## src/rtl/clkcfg_pkg.sv

```systemverilog
package clkcfg_pkg;

    localparam int unsigned CFG_BYTES = 7;

    typedef enum logic [2:0] {
        ST_IDLE,
        ST_ADDR,
        ST_ADDR_ACK,
        ST_WR_BYTE,
        ST_WR_ACK,
        ST_RD_BYTE,
        ST_RD_ACK,
        ST_IGNORE
    } link_state_e;

    // Power-on value of each configuration byte
    function automatic logic [7:0] byte_reset_value(input int unsigned idx);
        if (idx == 0)      return 8'h00;
        else if (idx == 5) return 8'h06;
        else               return 8'hFF;
    endfunction

endpackage

```

## src/rtl/clkcfg_line_sync.sv

```systemverilog
module clkcfg_line_sync #(
    parameter int unsigned STAGES = 2
) (
    input  logic clk,
    input  logic rst_n,
    input  logic scl_i,
    input  logic sda_i,
    output logic scl_lvl,
    output logic sda_lvl,
    output logic scl_rise,
    output logic scl_fall,
    output logic start_det,
    output logic stop_det
);
    // One synchronizer chain plus history flop per line: index 0 = SCL, 1 = SDA
    logic [1:0] line_in;
    logic [1:0] line_lvl;
    logic [1:0] line_prev;

    assign line_in = {sda_i, scl_i};

    for (genvar g = 0; g < 2; g++) begin : g_line
        logic [STAGES-1:0] pipe_q;
        logic              prev_q;
        always_ff @(posedge clk or negedge rst_n) begin
            if (!rst_n) begin
                pipe_q <= '1;
                prev_q <= 1'b1;
            end else begin
                pipe_q <= {pipe_q[STAGES-2:0], line_in[g]};
                prev_q <= pipe_q[STAGES-1];
            end
        end
        assign line_lvl[g]  = pipe_q[STAGES-1];
        assign line_prev[g] = prev_q;
    end

    assign scl_lvl   = line_lvl[0];
    assign sda_lvl   = line_lvl[1];
    assign scl_rise  =  line_lvl[0] & ~line_prev[0];
    assign scl_fall  = ~line_lvl[0] &  line_prev[0];
    assign start_det =  line_lvl[0] & line_prev[0] &  line_prev[1] & ~line_lvl[1];
    assign stop_det  =  line_lvl[0] & line_prev[0] & ~line_prev[1] &  line_lvl[1];

endmodule

```

## src/rtl/clkcfg_regs.sv

```systemverilog
module clkcfg_regs
    import clkcfg_pkg::*;
#(
    parameter  int unsigned NUM_BYTES = CFG_BYTES,
    parameter  int unsigned STRAP_W   = 3,
    parameter  int unsigned CODE_W    = 5,
    localparam int unsigned IDX_W     = $clog2(NUM_BYTES)
) (
    input  logic                   clk,
    input  logic                   rst_n,
    input  logic [STRAP_W-1:0]     strap_i,
    input  logic                   wr_en,
    input  logic [IDX_W-1:0]       wr_idx,
    input  logic [7:0]             wr_data,
    input  logic [IDX_W-1:0]       rd_idx,
    output logic [7:0]             rd_data,
    output logic [8*NUM_BYTES-1:0] cfg_flat,
    output logic [CODE_W-1:0]      freq_code,
    output logic                   spread_en,
    output logic                   outputs_off
);
    logic [7:0]         mem_q  [NUM_BYTES];
    logic [7:0]         view   [NUM_BYTES];
    logic [STRAP_W-1:0] strap_q;

    // Straps follow the pins while reset is held, then freeze
    always_ff @(posedge clk) begin
        if (!rst_n) strap_q <= strap_i;
    end

    always_ff @(posedge clk or negedge rst_n) begin
        if (!rst_n) begin
            for (int i = 0; i < NUM_BYTES; i++) mem_q[i] <= byte_reset_value(i);
        end else if (wr_en && (32'(wr_idx) < NUM_BYTES)) begin
            mem_q[wr_idx] <= wr_data;
        end
    end

    // Byte 1 top bits show the inverted strap latch
    always_comb begin
        for (int i = 0; i < NUM_BYTES; i++) view[i] = mem_q[i];
        for (int k = 0; k < STRAP_W; k++) view[1][7-k] = ~strap_q[k];
    end

    for (genvar g = 0; g < NUM_BYTES; g++) begin : g_flat
        assign cfg_flat[8*g +: 8] = view[g];
    end

    always_comb begin
        rd_data     = (32'(rd_idx) < NUM_BYTES) ? view[rd_idx] : 8'hFF;
        freq_code   = view[0][3] ? CODE_W'({view[0][2], view[0][7:4]}) : CODE_W'(strap_q);
        spread_en   = view[0][1];
        outputs_off = view[0][0];
    end

endmodule

```

## src/rtl/clkcfg_link_fsm.sv

```systemverilog
module clkcfg_link_fsm
    import clkcfg_pkg::*;
#(
    parameter  int unsigned NUM_BYTES = CFG_BYTES,
    parameter  logic [6:0]  DEV_ADDR  = 7'h69,
    localparam int unsigned IDX_W     = $clog2(NUM_BYTES),
    localparam int unsigned PH_W      = $clog2(NUM_BYTES + 3) + 1
) (
    input  logic             clk,
    input  logic             rst_n,
    input  logic             scl_rise,
    input  logic             scl_fall,
    input  logic             start_det,
    input  logic             stop_det,
    input  logic             sda_lvl,
    input  logic [7:0]       rd_data,
    output logic [IDX_W-1:0] rd_idx,
    output logic             wr_en,
    output logic [IDX_W-1:0] wr_idx,
    output logic [7:0]       wr_data,
    output logic             sda_oe
);
    link_state_e     state_q, state_d;
    logic [3:0]      bit_q;
    logic [7:0]      rx_q, tx_q, tx_next;
    logic [PH_W-1:0] ph_q;
    logic            rw_q, nak_q;
    logic            in_done, out_done, addr_hit;

    assign in_done  = scl_fall && (bit_q == 4'd8);
    assign out_done = scl_fall && (bit_q == 4'd7);
    assign addr_hit = (rx_q[7:1] == DEV_ADDR);

    // Next read byte: count, then register bytes, then filler
    always_comb begin
        rd_idx = IDX_W'(ph_q - PH_W'(1));
        if (ph_q == '0)                    tx_next = 8'(NUM_BYTES);
        else if (ph_q <= PH_W'(NUM_BYTES)) tx_next = rd_data;
        else                               tx_next = 8'hFF;
    end

    always_ff @(posedge clk or negedge rst_n) begin
        if (!rst_n) state_q <= ST_IDLE;
        else        state_q <= state_d;
    end

    always_comb begin
        state_d = state_q;
        if (stop_det) begin
            state_d = ST_IDLE;
        end else if (start_det) begin
            state_d = ST_ADDR;
        end else begin
            unique case (state_q)
                ST_IDLE:     state_d = ST_IDLE;
                ST_ADDR:     if (in_done)  state_d = addr_hit ? ST_ADDR_ACK : ST_IGNORE;
                ST_ADDR_ACK: if (scl_fall) state_d = rw_q ? ST_RD_BYTE : ST_WR_BYTE;
                ST_WR_BYTE:  if (in_done)  state_d = ST_WR_ACK;
                ST_WR_ACK:   if (scl_fall) state_d = ST_WR_BYTE;
                ST_RD_BYTE:  if (out_done) state_d = ST_RD_ACK;
                ST_RD_ACK:   if (scl_fall) state_d = nak_q ? ST_IGNORE : ST_RD_BYTE;
                ST_IGNORE:   state_d = ST_IGNORE;
            endcase
        end
    end

    always_ff @(posedge clk or negedge rst_n) begin
        if (!rst_n) begin
            bit_q <= '0;
            rx_q  <= '0;
            tx_q  <= '1;
            ph_q  <= '0;
            rw_q  <= 1'b0;
            nak_q <= 1'b1;
        end else if (start_det || stop_det) begin
            bit_q <= '0;
            ph_q  <= '0;
        end else begin
            unique case (state_q)
                ST_ADDR, ST_WR_BYTE: begin
                    if (scl_rise) begin
                        rx_q  <= {rx_q[6:0], sda_lvl};
                        bit_q <= bit_q + 4'd1;
                    end else if (in_done) begin
                        bit_q <= '0;
                        if (state_q == ST_ADDR) rw_q <= rx_q[0];
                        else if (!(&ph_q))      ph_q <= ph_q + PH_W'(1);
                    end
                end
                ST_ADDR_ACK: begin
                    if (scl_fall && rw_q) begin
                        tx_q <= tx_next;
                        ph_q <= ph_q + PH_W'(1);
                    end
                end
                ST_RD_BYTE: begin
                    if (scl_fall) begin
                        tx_q  <= {tx_q[6:0], 1'b1};
                        bit_q <= out_done ? 4'd0 : bit_q + 4'd1;
                    end
                end
                ST_RD_ACK: begin
                    if (scl_rise) begin
                        nak_q <= sda_lvl;
                    end else if (scl_fall && !nak_q) begin
                        tx_q <= tx_next;
                        if (!(&ph_q)) ph_q <= ph_q + PH_W'(1);
                    end
                end
                default: ;
            endcase
        end
    end

    always_comb begin
        wr_en   = (state_q == ST_WR_BYTE) && in_done &&
                  (ph_q >= PH_W'(2)) && (ph_q < PH_W'(NUM_BYTES + 2));
        wr_idx  = IDX_W'(ph_q - PH_W'(2));
        wr_data = rx_q;
        sda_oe  = (state_q == ST_ADDR_ACK) || (state_q == ST_WR_ACK) ||
                  ((state_q == ST_RD_BYTE) && !tx_q[7]);
    end

endmodule

```

## src/rtl/clkcfg_i2c_slave.sv

```systemverilog
module clkcfg_i2c_slave
    import clkcfg_pkg::*;
#(
    parameter  int unsigned NUM_BYTES = CFG_BYTES,
    parameter  int unsigned SYNC_STG  = 2,
    parameter  logic [6:0]  DEV_ADDR  = 7'h69,
    localparam int unsigned IDX_W     = $clog2(NUM_BYTES)
) (
    input  logic                   clk,
    input  logic                   rst_n,
    input  logic                   scl_i,
    input  logic                   sda_i,
    output logic                   sda_oe_o,
    input  logic [2:0]             strap_fs_i,
    output logic [4:0]             freq_code_o,
    output logic                   spread_en_o,
    output logic                   outputs_off_o,
    output logic [8*NUM_BYTES-1:0] cfg_o
);
    logic             scl_lvl, sda_lvl, scl_rise, scl_fall, start_det, stop_det;
    logic             wr_en;
    logic [IDX_W-1:0] wr_idx, rd_idx;
    logic [7:0]       wr_data, rd_data;

    clkcfg_line_sync #(.STAGES(SYNC_STG)) u_sync (
        .clk       (clk),
        .rst_n     (rst_n),
        .scl_i     (scl_i),
        .sda_i     (sda_i),
        .scl_lvl   (scl_lvl),
        .sda_lvl   (sda_lvl),
        .scl_rise  (scl_rise),
        .scl_fall  (scl_fall),
        .start_det (start_det),
        .stop_det  (stop_det)
    );

    clkcfg_link_fsm #(.NUM_BYTES(NUM_BYTES), .DEV_ADDR(DEV_ADDR)) u_fsm (
        .clk       (clk),
        .rst_n     (rst_n),
        .scl_rise  (scl_rise),
        .scl_fall  (scl_fall),
        .start_det (start_det),
        .stop_det  (stop_det),
        .sda_lvl   (sda_lvl),
        .rd_data   (rd_data),
        .rd_idx    (rd_idx),
        .wr_en     (wr_en),
        .wr_idx    (wr_idx),
        .wr_data   (wr_data),
        .sda_oe    (sda_oe_o)
    );

    clkcfg_regs #(.NUM_BYTES(NUM_BYTES), .STRAP_W(3), .CODE_W(5)) u_regs (
        .clk         (clk),
        .rst_n       (rst_n),
        .strap_i     (strap_fs_i),
        .wr_en       (wr_en),
        .wr_idx      (wr_idx),
        .wr_data     (wr_data),
        .rd_idx      (rd_idx),
        .rd_data     (rd_data),
        .cfg_flat    (cfg_o),
        .freq_code   (freq_code_o),
        .spread_en   (spread_en_o),
        .outputs_off (outputs_off_o)
    );

endmodule

```

## config.mk

```make
export PLATFORM = sky130hd
export DESIGN_NAME = clkcfg_i2c_slave
export DESIGN_NICKNAME = d
export VERILOG_FILES = /design/src/rtl/clkcfg_pkg.sv /design/src/rtl/clkcfg_line_sync.sv /design/src/rtl/clkcfg_regs.sv /design/src/rtl/clkcfg_link_fsm.sv /design/src/rtl/clkcfg_i2c_slave.sv
export SDC_FILE = /design/constraint.sdc
export NUM_CORES = 1
export LEC_CHECK = 0
export ABC_CLOCK_PERIOD_IN_PS = 3000
export BUFFER_PORTS_ARGS = -buffer_cell sky130_fd_sc_hd__buf_2
export CAP_MARGIN = 20
export CORE_MARGIN = 2
export CORE_UTILIZATION = 40
export CTS_CLUSTER_DIAMETER = 150
export DETAILED_ROUTE_END_ITERATION = 10
export GPL_TIMING_DRIVEN = 0
export PLACE_DENSITY = 0.58
export SYNTH_ARGS = -nofsm -noshare
export SYNTH_HDL_FRONTEND = slang
export SYNTH_SLANG_ARGS = --single-unit
```

## constraint.sdc

```tcl
create_clock -name clk -period 3 [get_ports clk]
set_input_delay 0.6 -clock clk [delete_from_list [all_inputs] [get_ports clk]]
set_output_delay 0.6 -clock clk [all_outputs]
set_load 0.005 [all_outputs]
```

==> flow_summary_export.csv <==
group,metric,value,unit
power,power.leakage,2.60,nW
critical_path,crit_type,"flop to flop",
drt,ant_nets,0,
clock_network,post_cts.repair.setup_buffers,0,
layout,multiInputGateArea,2180,sq um
synthesis,syn_area,4710,sq um
layout,seqCellArea,2380,sq um
timing,rsz0062_at_grt,"no",
synthesis,syn_inst,392,
placed_design,dpl_worst_slack,-0.317,ns
floorplanning,io-pin-count,71,
timing,min_period,2.63,ns
placed_design,place_congestion,0.900,
timing,hold_violations,0,
clock_network,cts_root_buf,"clkbuf_16",
synthesis,ys_seq_area_share,50.7,%
clock_network,cts_max_path_buffers,2,
timing,finalSetupViolations,0,
layout,final_util,49.0,%
global_route,grt_use_total,19.7,%
status,status,"complete, no violations",
global_route,grt_pass1_vias,3545,
critical_path,critPathRequiredTime,3.23,ns
drt,drt_iter0_drc,205,
timing,fmax,380,MHz
job,max_cap_viol_count,0,
floorplanning,start_util,41.0,%
global_route,antenna_found_initial,0,
global_route,grt_max_degree,62,
timing,max_slew_margin,29.7,%
drt,drt_first_pass_iters,6,
floorplanning,die_width,112,microns
layout,drive_above_1_share,49.8,%
layout,final_nets,488,
timing,fin_ws,0.369,ns
floorplanning,die_h,112,microns
layout,syn_to_final_growth,19.3,%
synthesis,synth.avg_cell_area,12.0,sq um
critical_path,crit_family,"simple AND/OR/NAND/NOR gates",
critical_path,crit_arrival,2.86,ns
synthesis,synth_seq_cells,92,
hold_path,hold_class,"input pin to async pin",
placed_design,place.port_buffers,70,
floorplanning,core,11500,sq um
drt,wirelength,11800,microns
layout,fillers,1029,
global_route,grt_overflow,0,
timing,finClkSkew,0.00866,ns
critical_path,critPathLaunchType,"flop",
clock_network,cts_tree,"done",
clock_network,cts_made_buffers,9,
drt,drc,0,
timing,drv_slew,0,
placed_design,hpwl,8150,microns
critical_path,cp-startpoint,"u_fsm.bit_q[0]$_DFFE_PN0P_",
critical_path,cpMaxStageDelayCell,"or4b_4",
synthesis,syn_nets,405,
global_route,grt_pass1_wl,19400,microns
layout,n_antenna_cell,0,
clock_network,clk_latency,0.34,ns
floorplanning,die_area,12700,sq um
synthesis,ys.flop_type,"dfstp_2",
synthesis,synth_edf_count,3,
clock_network,path_clk_slew,0.07,ns
drt,vias,3455,
critical_path,critPathMaxFanout,8,
critical_path,slowest_delay,0.55,ns
floorplanning,rows,39,
drt,wl_per_cell,19.0,microns
layout,fin_cells,623,
timing,period_share,87.7,%
power,power_density,747,nW/um^2
drt,viasPerCell,5.55,
critical_path,crit_buf_inv,1,
critical_path,end_kind,"flop",
synthesis,async_reset_ff_share,96.7,%
critical_path,reg2reg_from,"u_fsm.bit_q[0]$_DFFE_PN0P_",
synthesis,ys_types,57,
placed_design,placed_cells_incl_taps,607,
synthesis,synth_warnings,0,
clock_network,htreeDepth,3,
timing,tightest_slew,1.05,ns
clock_network,cts_sinks,92,
power,ir_drop,0.487,mV
critical_path,worstPathCellList,"inv_1 > ha_1 > and3b_2 > nand3_4 > or4b_4 > nor3_4 > mux2_2",
[routing by layer]
metal,GRT usage [%],wire length [microns]
met5,0,0
met4,6.02,129
met3,3.89,394
met2,32.1,5900
met1,26.8,5390
[worst reg2reg max path: cells and delay by family, from the launching register on]
kind / cells / cell delay (ns)
simple gates: 4 / 1.47
buf+inv: 1 / 0.07
flops: 1 / 0.42
mux: 1 / 0.42
fa+ha+maj: 1 / 0.14
[area by class of cell]
cell class / count / area share (%)
repair buffers: 72 / 6.91
flip-flops and latches: 92 / 42.5
clock inverters: 6 / 1.67
clock buffers: 10 / 4.08
multi-input cells: 264 / 38.8
inverters: 11 / 0.735
plain buffers: 25 / 2.14
well taps: 143 / 3.19
[registers in the layout, summed over array words and instances, names as in the netlist]
| name | flops |
|---|---|
| u_regs.cfg_flat | 53 |
| u_fsm.tx_q | 8 |
| u_fsm.wr_data | 8 |
| u_fsm.ph_q | 5 |
| u_fsm.bit_q | 4 |
| u_sync.g_line.pipe_q | 4 |
| u_fsm.state_q | 3 |
| u_regs.strap_q | 3 |
| u_sync.g_line.prev_q | 2 |
| u_fsm.nak_q | 1 |
| u_fsm.rw_q | 1 |
[report_power, final]
part | internal [mW] | switching [mW] | total [mW]
Sequential | 1.35 | 0.109 | 1.46
Combinational | 0.574 | 0.906 | 1.48
Clock | 0.742 | 0.512 | 1.25
[timing repair]
item                                    4_1_cts  5_1_grt
hold buffers                                  0        0
endpoints found under the setup margin        8        4
hold endpoints to repair                      0        0
resized for setup                             4        2
[stage by stage]
stage | cell area [sq um] | total power, mW | hold WS [ns] | setup TNS, ns
after floorplan | 4710 | 2.49 | 0.304 | 0
after global placement | 5240 | 2.88 | 0.347 | -1.51
after detailed placement | 5270 | 2.92 | 0.348 | -1.44
after CTS | 5610 | 4.22 | 0.197 | 0
after global routing | 5620 | 4.43 | 0.218 | 0
final | 5620 | 4.19 | 0.195 | 0
[placed cells by master (no fill, tap or decap), types with 9 or more instances in the layout]
cell and instances:
a21oi_1 15, buf_2 72, clkbuf_1 13, clkbuf_16 9
dfrtp_1 35, dfstp_2 54, inv_1 11, mux2_2 68
nand2_1 33, nor2_1 14, nor3_1 13, o21ai_0 15
[Yosys cell counts (all sizes together), types with 2 or more instances]
library cell | count | share of area (%)
o21a | 5 | 0.80
a221oi | 2 | 0.37
a311oi | 5 | 0.93
and3b | 2 | 0.40
ha | 6 | 1.6
nor2b | 7 | 0.93
dfrtp | 35 | 19
nand2b | 4 | 0.53
nand3 | 7 | 1.0
nor3 | 15 | 2.1
edfxtp | 3 | 1.9
or4b | 3 | 0.72
a211oi | 7 | 1.1
nand2 | 33 | 2.6
nor3b | 2 | 0.32
a32o | 3 | 0.64
o22ai | 3 | 0.40
nor4b | 2 | 0.37
inv | 11 | 0.88
a21oi | 15 | 1.6
dfstp | 54 | 30
clkbuf | 15 | 1.2
nor2 | 14 | 1.1
xnor2 | 2 | 0.37
and2 | 4 | 0.53
buf | 10 | 1.3
mux2i | 7 | 1.5
and3 | 3 | 0.40
mux2 | 68 | 16
a31oi | 3 | 0.40
o21ai | 15 | 1.6
nand3b | 2 | 0.32
mux4 | 8 | 3.9
[cells by family (layout without fill, tap and decap cells)]
group           count (synthesis)  in the layout  share of synthesized area, %
simple gates                  105            105                          12.5
flops                          92             92                          50.7
mux                            83             83                          21.7
compound gates                 67             67                          9.65
buf+inv                        36            124                          3.35
fa+ha+maj                       6              6                          1.59
xor+xnor                        3              3                         0.558
[path summary, 6_finish.rpt]
kind / to / slack [ns] / cells after the start
setup / recovery: u_regs.cfg_flat[5]$_DFFE_PN0P_ / 0.37 / 7
hold / removal: u_fsm.ph_q[3]$_DFFE_PN0P_ / 0.20 / 1
setup reg to reg: u_regs.cfg_flat[5]$_DFFE_PN0P_ / 0.37 / 7
hold reg to reg: u_sync.g_line[1].pipe_q[1]$_DFF_PN1_ / 0.36 / 0
max in group asynchronous: u_regs.cfg_flat[22]$_DFFE_PN1P_ / 2.12 / 2
min in group clk: u_sync.g_line[0].pipe_q[0]$_DFF_PN1_ / 0.35 / 1
Note: power is estimated with default switching activity, not from simulation.
